`src/rtl/xmon_global.sv`:
```
module xmon_global #(
  parameter int NPROC    = 4,
  parameter int AW       = 32,
  parameter int GRAN_LSB = 3,
  localparam int IDW     = (NPROC > 1) ? $clog2(NPROC) : 1
) (
  input  logic                  clk,
  input  logic                  rst_n,
  input  logic [NPROC-1:0]      req_vld,
  input  logic [2*NPROC-1:0]    req_op,
  input  logic [NPROC*AW-1:0]   req_addr,
  output logic [NPROC-1:0]      grant,
  input  logic [NPROC-1:0]      clr,
  output logic                  rsp_vld,
  output logic [IDW-1:0]        rsp_id,
  output logic                  rsp_pass
);

  localparam logic [1:0] OP_LDR = 2'b00;
  localparam logic [1:0] OP_ST  = 2'b01;
  localparam logic [1:0] OP_STC = 2'b10;
  localparam logic [AW-1:0] GMASK = {AW{1'b1}} << GRAN_LSB;

  logic [NPROC-1:0] excl_q;
  logic [AW-1:0]    tag_q [NPROC];
  logic [IDW-1:0]   ptr_q;
  logic [IDW-1:0]   gid;
  logic             any_g;
  logic [1:0]       g_op;
  logic [AW-1:0]    g_tag;
  logic [NPROC-1:0] hit;
  logic [NPROC-1:0] kill;
  logic             stc_pass;

  always_comb begin
    any_g = 1'b0;
    gid   = '0;
    for (int k = 0; k < NPROC; k++) begin
      if (!any_g && req_vld[(int'(ptr_q) + k) % NPROC]) begin
        any_g = 1'b1;
        gid   = IDW'((int'(ptr_q) + k) % NPROC);
      end
    end
  end

  assign grant    = any_g ? (NPROC'(1) << gid) : '0;
  assign g_op     = req_op[2*int'(gid) +: 2];
  assign g_tag    = req_addr[int'(gid)*AW +: AW] & GMASK;
  assign stc_pass = any_g && (g_op == OP_STC) && hit[gid];
  assign kill     = (any_g && (g_op == OP_ST || stc_pass)) ? hit : '0;

  generate
    for (genvar i = 0; i < NPROC; i++) begin : g_ent
      assign hit[i] = excl_q[i] && (tag_q[i] == g_tag);

      always_ff @(posedge clk) begin
        if (!rst_n || clr[i] || kill[i]) begin
          excl_q[i] <= 1'b0;
          tag_q[i]  <= '0;
        end else if (any_g && g_op == OP_LDR && int'(gid) == i) begin
          excl_q[i] <= 1'b1;
          tag_q[i]  <= g_tag;
        end
      end
    end
  endgenerate

  always_ff @(posedge clk) begin
    if (!rst_n) begin
      ptr_q    <= '0;
      rsp_vld  <= 1'b0;
      rsp_id   <= '0;
      rsp_pass <= 1'b0;
    end else begin
      rsp_vld  <= any_g;
      rsp_pass <= stc_pass;
      if (any_g) begin
        rsp_id <= gid;
        ptr_q  <= (int'(gid) == NPROC - 1) ? '0 : gid + IDW'(1);
      end
    end
  end

endmodule


```
`config.mk`:
```
export PLATFORM = sky130hd
export DESIGN_NAME = xmon_global
export DESIGN_NICKNAME = d
export VERILOG_FILES = /design/src/rtl/xmon_global.sv
export SDC_FILE = /design/constraint.sdc
export NUM_CORES = 1
export LEC_CHECK = 0
export ABC_AREA = 1
export BUFFER_PORTS_ARGS = -buffer_cell sky130_fd_sc_hd__buf_2
export CAP_MARGIN = 20
export CORE_ASPECT_RATIO = 1.1
export CORE_MARGIN = 1
export CORE_UTILIZATION = 40
export DETAILED_ROUTE_END_ITERATION = 8
export GPL_TIMING_DRIVEN = 0
export PLACE_DENSITY_LB_ADDON = 0.15
export SYNTH_ARGS = -nofsm -noshare
export SYNTH_HDL_FRONTEND = slang
export SYNTH_SLANG_ARGS = --single-unit
```
`constraint.sdc`:
```
create_clock -name clk -period 5.9 [get_ports clk]
set_input_delay 1.18 -clock clk [delete_from_list [all_inputs] [get_ports clk]]
set_output_delay 1.18 -clock clk [all_outputs]
set_load 0.02 [all_outputs]
```
==> impl_metrics.ini, run 1 <==
[sta]
finalCritPeriodShare_pct = 90.7
fin_tns_setup_ns = 0
finalSetupViolCount = 0
rsz0062_at_grt = no
fmax_mhz = 187
worst_clock_skew_ns = 0.00942
worst_pin_slew_ns = 0.883
hold_violations = 0
drv_slew = 0
relSlewSlack_pct = 41.0
min_period_ns = 5.35

[worst_setup_path]
reg2reg_depth = 25
endpoint = tag_q[2][6]$_SDFFCE_PN0P_
cp_max_fo = 16
cp-end-kind = register
crit_type = input pin to register
timing.critical_path.mode_cell = nand2_1
r2r-end = tag_q[2][6]$_SDFFCE_PN0P_
timing.rr.start = ptr_q[0]$_SDFFE_PN0P_
cp.arrival_ns = 5.48
cp_slowest_cell = nand3_1
r2r_setup_slack_ns = 0.91
max_stage_delay_ns = 0.64
startpoint_type = input pin
worstPathRequired_ns = 6.03
startpoint = req_vld[2]

[floorplan]
io_pins = 154
die_y_um = 166
core-area_sq_mm = 0.0238
die_width_um = 151
initial_core_util_pct = 41.1
row_count = 59
die_area_sq_mm = 0.0251

[yosys]
synth-warning-count = 0
synth_compound_area_share_pct = 0.984
synth_mux_area_share_pct = 0
ys_dominant_reg_cell = edfxtp_1
seq_area_frac_synth_pct = 37.6
syn_inst = 1545
synth_top_family_by_area = simple AND/OR/NAND/NOR gates
synth_most_common_cell = nand2_1
synth_edf_count = 116
synth_nets = 1695
synth_fa_ha_area_share_pct = 0.511
synth_top_area_share_pct = 35.6
ys_async_sr_fraction_pct = 0
ys_seq_elements = 126
synth_xor_area_share_pct = 0
synth.top_cells.by_count = nand2_1 (592), inv_1 (251), nand3_1 (220), nor2_1 (180), edfxtp_1 (116)
netlist_area_sq_mm = 0.00979
synthSimpleGateAreaFrac_pct = 47.7
synth_top_area_cell = edfxtp_1
synth_area_leaders = edfxtp_1 (36%), nand2_1 (23%), nand3_1 (11%)
avgSynthCellArea_sq_um = 6.34
ys_types = 28

[drt]
dr.first_iter.drc_count = 949
firstDrtPassIters = 5
ant_nets = 0
wl_per_cell_um = 18.5
viasPerCell = 5.11
totalWireLength_um = 37500
drc = 0
via_count = 10400

[global_route]
first_global_vias = 9353
grt_max_degree = 30
grt_overflow = 0
grt_pass1_wl_um = 54400
antenna_found_initial = 0
grt.total_usage_pct = 30.0

[clocking]
h-tree-depth = 4
cts_tree = built
cts_buffers = 17
clk_pin_slew_worst_paths_ns = 0.06
cts-root-buf = clkbuf_16
post_cts_buffers = 0
clk_latency_ns = 0.43
cts_num_sinks = 126
clockBufferDepth = 2
cts_resized = 0
cts_hold_buf = 0

[cells_and_area]
syn_to_final_growth_pct = 18.0
antennaDiodeCount = 0
drive_gt1_share_pct = 14.6
fillers = 2574
nets = 1858

[place]
hpwl_um = 30300
gp_congestion = 0.969
io_buffers = 141

[run]
drv_cap = 0

[hold_path]
hold_path_class = register to register

[outcome]
status = finished, final reports clean
## kinds of logic after synthesis
group	Yosys count
AO/OA/AOI/OAI	17
buffers and inverters	311
adder cells (fa/ha/maj)	4
AND/OR/NAND/NOR	1087
flip-flops	126
## through the flow
stage               setup WS [ns]  cell area (sq um)  std cells  hold slack (ns)  util, %
floorplan                    1.47               9790       1545            0.449        -
global placement           -0.438              10900       1991            0.453     45.6
finish                      0.546              11600       2026            0.466     48.5
global route                0.128              11600       2026            0.482     48.5
CTS                         0.607              11600       2026            0.466     48.5
detailed placement          0.203              10900       1994            0.456     45.9
## flip-flops by register name, indices dropped and copies added (netlist names)
| register | cells |
|---|---|
| excl_q | 4 |
| ptr_q | 2 |
| rsp_id | 2 |
| rsp_pass | 1 |
| rsp_vld | 1 |
| tag_q | 116 |
## how the worst min path moves through the flow
stage	start	end	slack, ns	depth (start not counted)
2_1_floorplan	excl_q[3]$_SDFFE_PP0P_	excl_q[3]$_SDFFE_PP0P_	0.45	2
3_3_place_gp	rsp_id[1]$_SDFFE_PN0P_	rsp_id[1]$_SDFFE_PN0P_	0.45	2
3_5_place_dp	rsp_id[0]$_SDFFE_PN0P_	rsp_id[0]$_SDFFE_PN0P_	0.46	2
4_1_cts	rsp_id[0]$_SDFFE_PN0P_	rsp_id[0]$_SDFFE_PN0P_	0.47	2
5_1_grt	rsp_id[0]$_SDFFE_PN0P_	rsp_id[0]$_SDFFE_PN0P_	0.48	2
6_report	rsp_id[1]$_SDFFE_PN0P_	rsp_id[1]$_SDFFE_PN0P_	0.47	2
## area by class of cell
cell class	count	area [sq um]	share of cell area (%)
Multi-Input combinational cell	1108	4830	41.8
Sequential cell	126	3680	31.9
Inverter	255	957	8.28
Timing Repair Buffer	144	763	6.60
Clock buffer	17	425	3.68
Tap cell	305	382	3.30
Buffer	56	334	2.89
Clock inverter	15	186	1.61
## worst max-delay path, delay by kind of cell
kind	cells	cell delay (ns)
compound gates	1	0.09
buf+inv	5	1.03
simple gates	20	3.17
## layout by cell type, fill, tap and decap left out, drive strengths merged, types with 5 or more instances in the layout
cell / n
o21ai: 7
inv: 257
dfxtp: 10
edfxtp: 116
nor4: 6
nand3b: 43
nand4: 17
nor3: 5
clkbuf: 23
buf: 194
a21oi: 7
nor2: 181
nand3: 228
clkinv: 9
nand2: 606
## layer usage
layer	wire length [um]	GRT usage, %	vias up
met5	0	0	-
met1	15800	39.0	4669
met3	2790	4.78	96
li1	-	-	5150
met4	1560	13.2	0
met2	17300	48.7	441
Power of run 1 is left out: the tool's default activity adds up to more than one toggle a clock period on the data nets, which glitch-free logic cannot reach.
==> run 2, diff against run 1 <==
--- a/config.mk
+++ b/config.mk
@@ -5,7 +5,6 @@
 export SDC_FILE = /design/constraint.sdc
 export NUM_CORES = 1
 export LEC_CHECK = 0
-export ABC_AREA = 1
 export BUFFER_PORTS_ARGS = -buffer_cell sky130_fd_sc_hd__buf_2
 export CAP_MARGIN = 20
 export CORE_ASPECT_RATIO = 1.1
==> run 2 against run 1 <==
  * Cell area down 11%
  * Setup slack worse by 0.27 ns
  * Area after synthesis down 14%
  * First-iteration DRC count down 48%
  * Non-clock buffer count up 43
  * Sequential share of layout area up 3.9 points
  * Critical endpoint is now tag_q[0][6]$_SDFFCE_PN0P_
  * Final cell count down 34%
  * Register-to-register slack worse by 0.16 ns
  * Die area down 14%
  * Largest cell class unchanged
==> impl_metrics.ini, run 2 <==
[worst_setup_path]
max_stage_delay_ns = 0.56
crit_type = input pin to register
startpoint_type = input pin
crit_family = simple AND/OR/NAND/NOR gates
path_cells = buf_2, nor2_2, or4_1, buf_2, clkbuf_1, clkbuf_2, nand3_1, a32oi_4, xnor2_1, nand4_1, or4_1, nor4_1, nor4_2, buf_4, a221oi_4, buf_8
cp_slowest_cell = or4_1
cp.arrival_ns = 5.75
worstPathRequired_ns = 6.02
r2r_setup_slack_ns = 0.75
cp-end-kind = register
critical_path_buf_inv_count = 6
cp_max_fo = 15

[cells_and_area]
nets = 1219
layout_commonest_cell = buf_2
top_register = tag_q
largest_register_ffs = 116
ff_latch_area_sq_mm = 0.00368
fillers = 1991
layout_common_cells = buf_2 (176), nor2_1 (128), edfxtp_1 (116)
multi_input_area_sq_mm = 0.00439
final_area_sq_mm = 0.0103
top_regs = tag_q (116), excl_q (4)
syn_to_final_growth_pct = 21.9
drive_gt1_share_pct = 22.9
antennaDiodeCount = 0

[clocking]
clockBufferDepth = 2
clk_latency_ns = 0.43
cts_buffers = 17
clk_pin_slew_worst_paths_ns = 0.05
cts_tree = built
cts_num_sinks = 126
cts-root-buf = clkbuf_16
h-tree-depth = 4

[global_route]
top_usage_layer = met2
antenna_found_initial = 0
grt_pass1_wl_um = 41400
grt_overflow = 0
grt.met3_usage_pct = 4.43
grt.total_usage_pct = 25.4
met1_usage_pct = 32.2
grt_use_met2_pct = 42.9
first_global_vias = 7264
grt_max_degree = 28

[drt]
dr.first_iter.drc_count = 491
via_count = 7764
ant_nets = 0
firstDrtPassIters = 6
totalWireLength_um = 27600
wl_per_cell_um = 20.6
viasPerCell = 5.81
drc = 0

[yosys]
netlist_area_sq_mm = 0.00844
synth_top_area_cell = edfxtp_1
synth_area_leaders = edfxtp_1 (41%), xnor2_1 (12%), nor2_1 (5.7%)
synth_edf_count = 116
synth_most_common_cell = nor2_1
syn_inst = 897
synth-warning-count = 0
ys_dominant_reg_cell = edfxtp_1
avgSynthCellArea_sq_um = 9.41
ys_types = 52
synth_nets = 1047
synth_top_area_share_pct = 41.3
seq_area_frac_synth_pct = 43.6
synth.top_cells.by_count = nor2_1 (128), edfxtp_1 (116), xnor2_1 (113), nand3_1 (70), nand2_1 (63)
ys_seq_elements = 126
ys_async_sr_fraction_pct = 0

[sta]
worst_pin_slew_ns = 0.749
relSlewSlack_pct = 49.6
finalSetupViolCount = 0
fin_tns_setup_ns = 0
fmax_mhz = 178
rsz0062_at_grt = no
finalCritPeriodShare_pct = 95.4
drv_slew = 0
min_period_ns = 5.63
worst_clock_skew_ns = 0.0171
hold_violations = 0

[power]
power_leakage_nw = 3.75
power.density_mw_per_mm2 = 388
ir_drop_mv = 0.209
finalPower_mw = 4.00

[floorplan]
initial_core_util_pct = 40.9
row_count = 55
die_width_um = 140
die_area_sq_mm = 0.0217
die_y_um = 154
io_pins = 154
core-area_sq_mm = 0.0206

[outcome]
status = finished, final reports clean

[hold_path]
hold_path_class = register to register

[place]
post_dp_cell_area_sq_mm = 0.00963
io_buffers = 141
gp_congestion = 0.879
hpwl_um = 20800

[run]
drv_cap = 0
## run 2: metal layers
metal | part of all wire (%) | wire (um)
met5 | 0 | 0
met4 | 3.3 | 900
met3 | 6.5 | 1800
met2 | 47 | 13100
met1 | 43 | 11800
## run 2: path summary, 6_finish.rpt
kind | startpoint | to | depth (start not counted)
worst max register to register | ptr_q[1]$_SDFFE_PN0P_ | tag_q[0][6]$_SDFFCE_PN0P_ | 17
worst max-delay path | req_vld[1] | tag_q[0][6]$_SDFFCE_PN0P_ | 16
worst min-delay path | rsp_id[0]$_SDFFE_PN0P_ | rsp_id[0]$_SDFFE_PN0P_ | 2
worst min register to register | rsp_id[0]$_SDFFE_PN0P_ | rsp_id[0]$_SDFFE_PN0P_ | 2
## run 2: final cells by class
type,count,share of cell area (%)
Multi-Input combinational cell,676,42.7
Sequential cell,126,35.8
Timing Repair Buffer,154,8.54
Buffer,89,4.32
Clock buffer,18,4.17
Tap cell,256,3.11
Clock inverter,13,1.22
Inverter,5,0.182
## run 2: cells by family (layout without fill, tap and decap cells)
family                   Yosys count  after routing  synth area share [%]
flip-flops                       126            126                  43.6
AO/OA/AOI/OAI                    132            132                  12.2
AND/OR/NAND/NOR                  424            424                  26.0
buffers and inverters             95            279                  5.49
adder cells (fa/ha/maj)            4              4                 0.593
XOR/XNOR                         116            116                  12.0
## run 2: tightest hold or removal path: cells and delay by family, from the launching register on
family	cells	cell delay, ns
flip-flops	1	0.30
AND/OR/NAND/NOR	1	0.05
AO/OA/AOI/OAI	1	0.05
## run 2: through the flow
step | hold slack, ns | instances | utilization, % | setup slack [ns]
floorplan | 0.482 | 897 | - | -0.342
global placement | 0.444 | 1294 | 45.8 | -2.67
detailed placement | 0.446 | 1300 | 46.7 | -1.16
CTS | 0.454 | 1332 | 49.6 | 0.0295
global route | 0.490 | 1337 | 49.8 | 0.0219
finish | 0.448 | 1337 | 49.8 | 0.272
## run 2: timing repair
item,CTS,global route
cloned,0,0
hold buffers,0,0
buffers inserted,1,5
gates resized for setup,3,5
endpoints found under the setup margin,112,111
pin swaps,2,1
endpoints found under the hold margin,0,0
## run 2: report_power, final
group | switching (mW) | internal [mW]
sequential | 0.0595 | 1.14
clock | 0.386 | 0.611
combinational | 1.10 | 0.698
(Power assumes the default switching activity.)
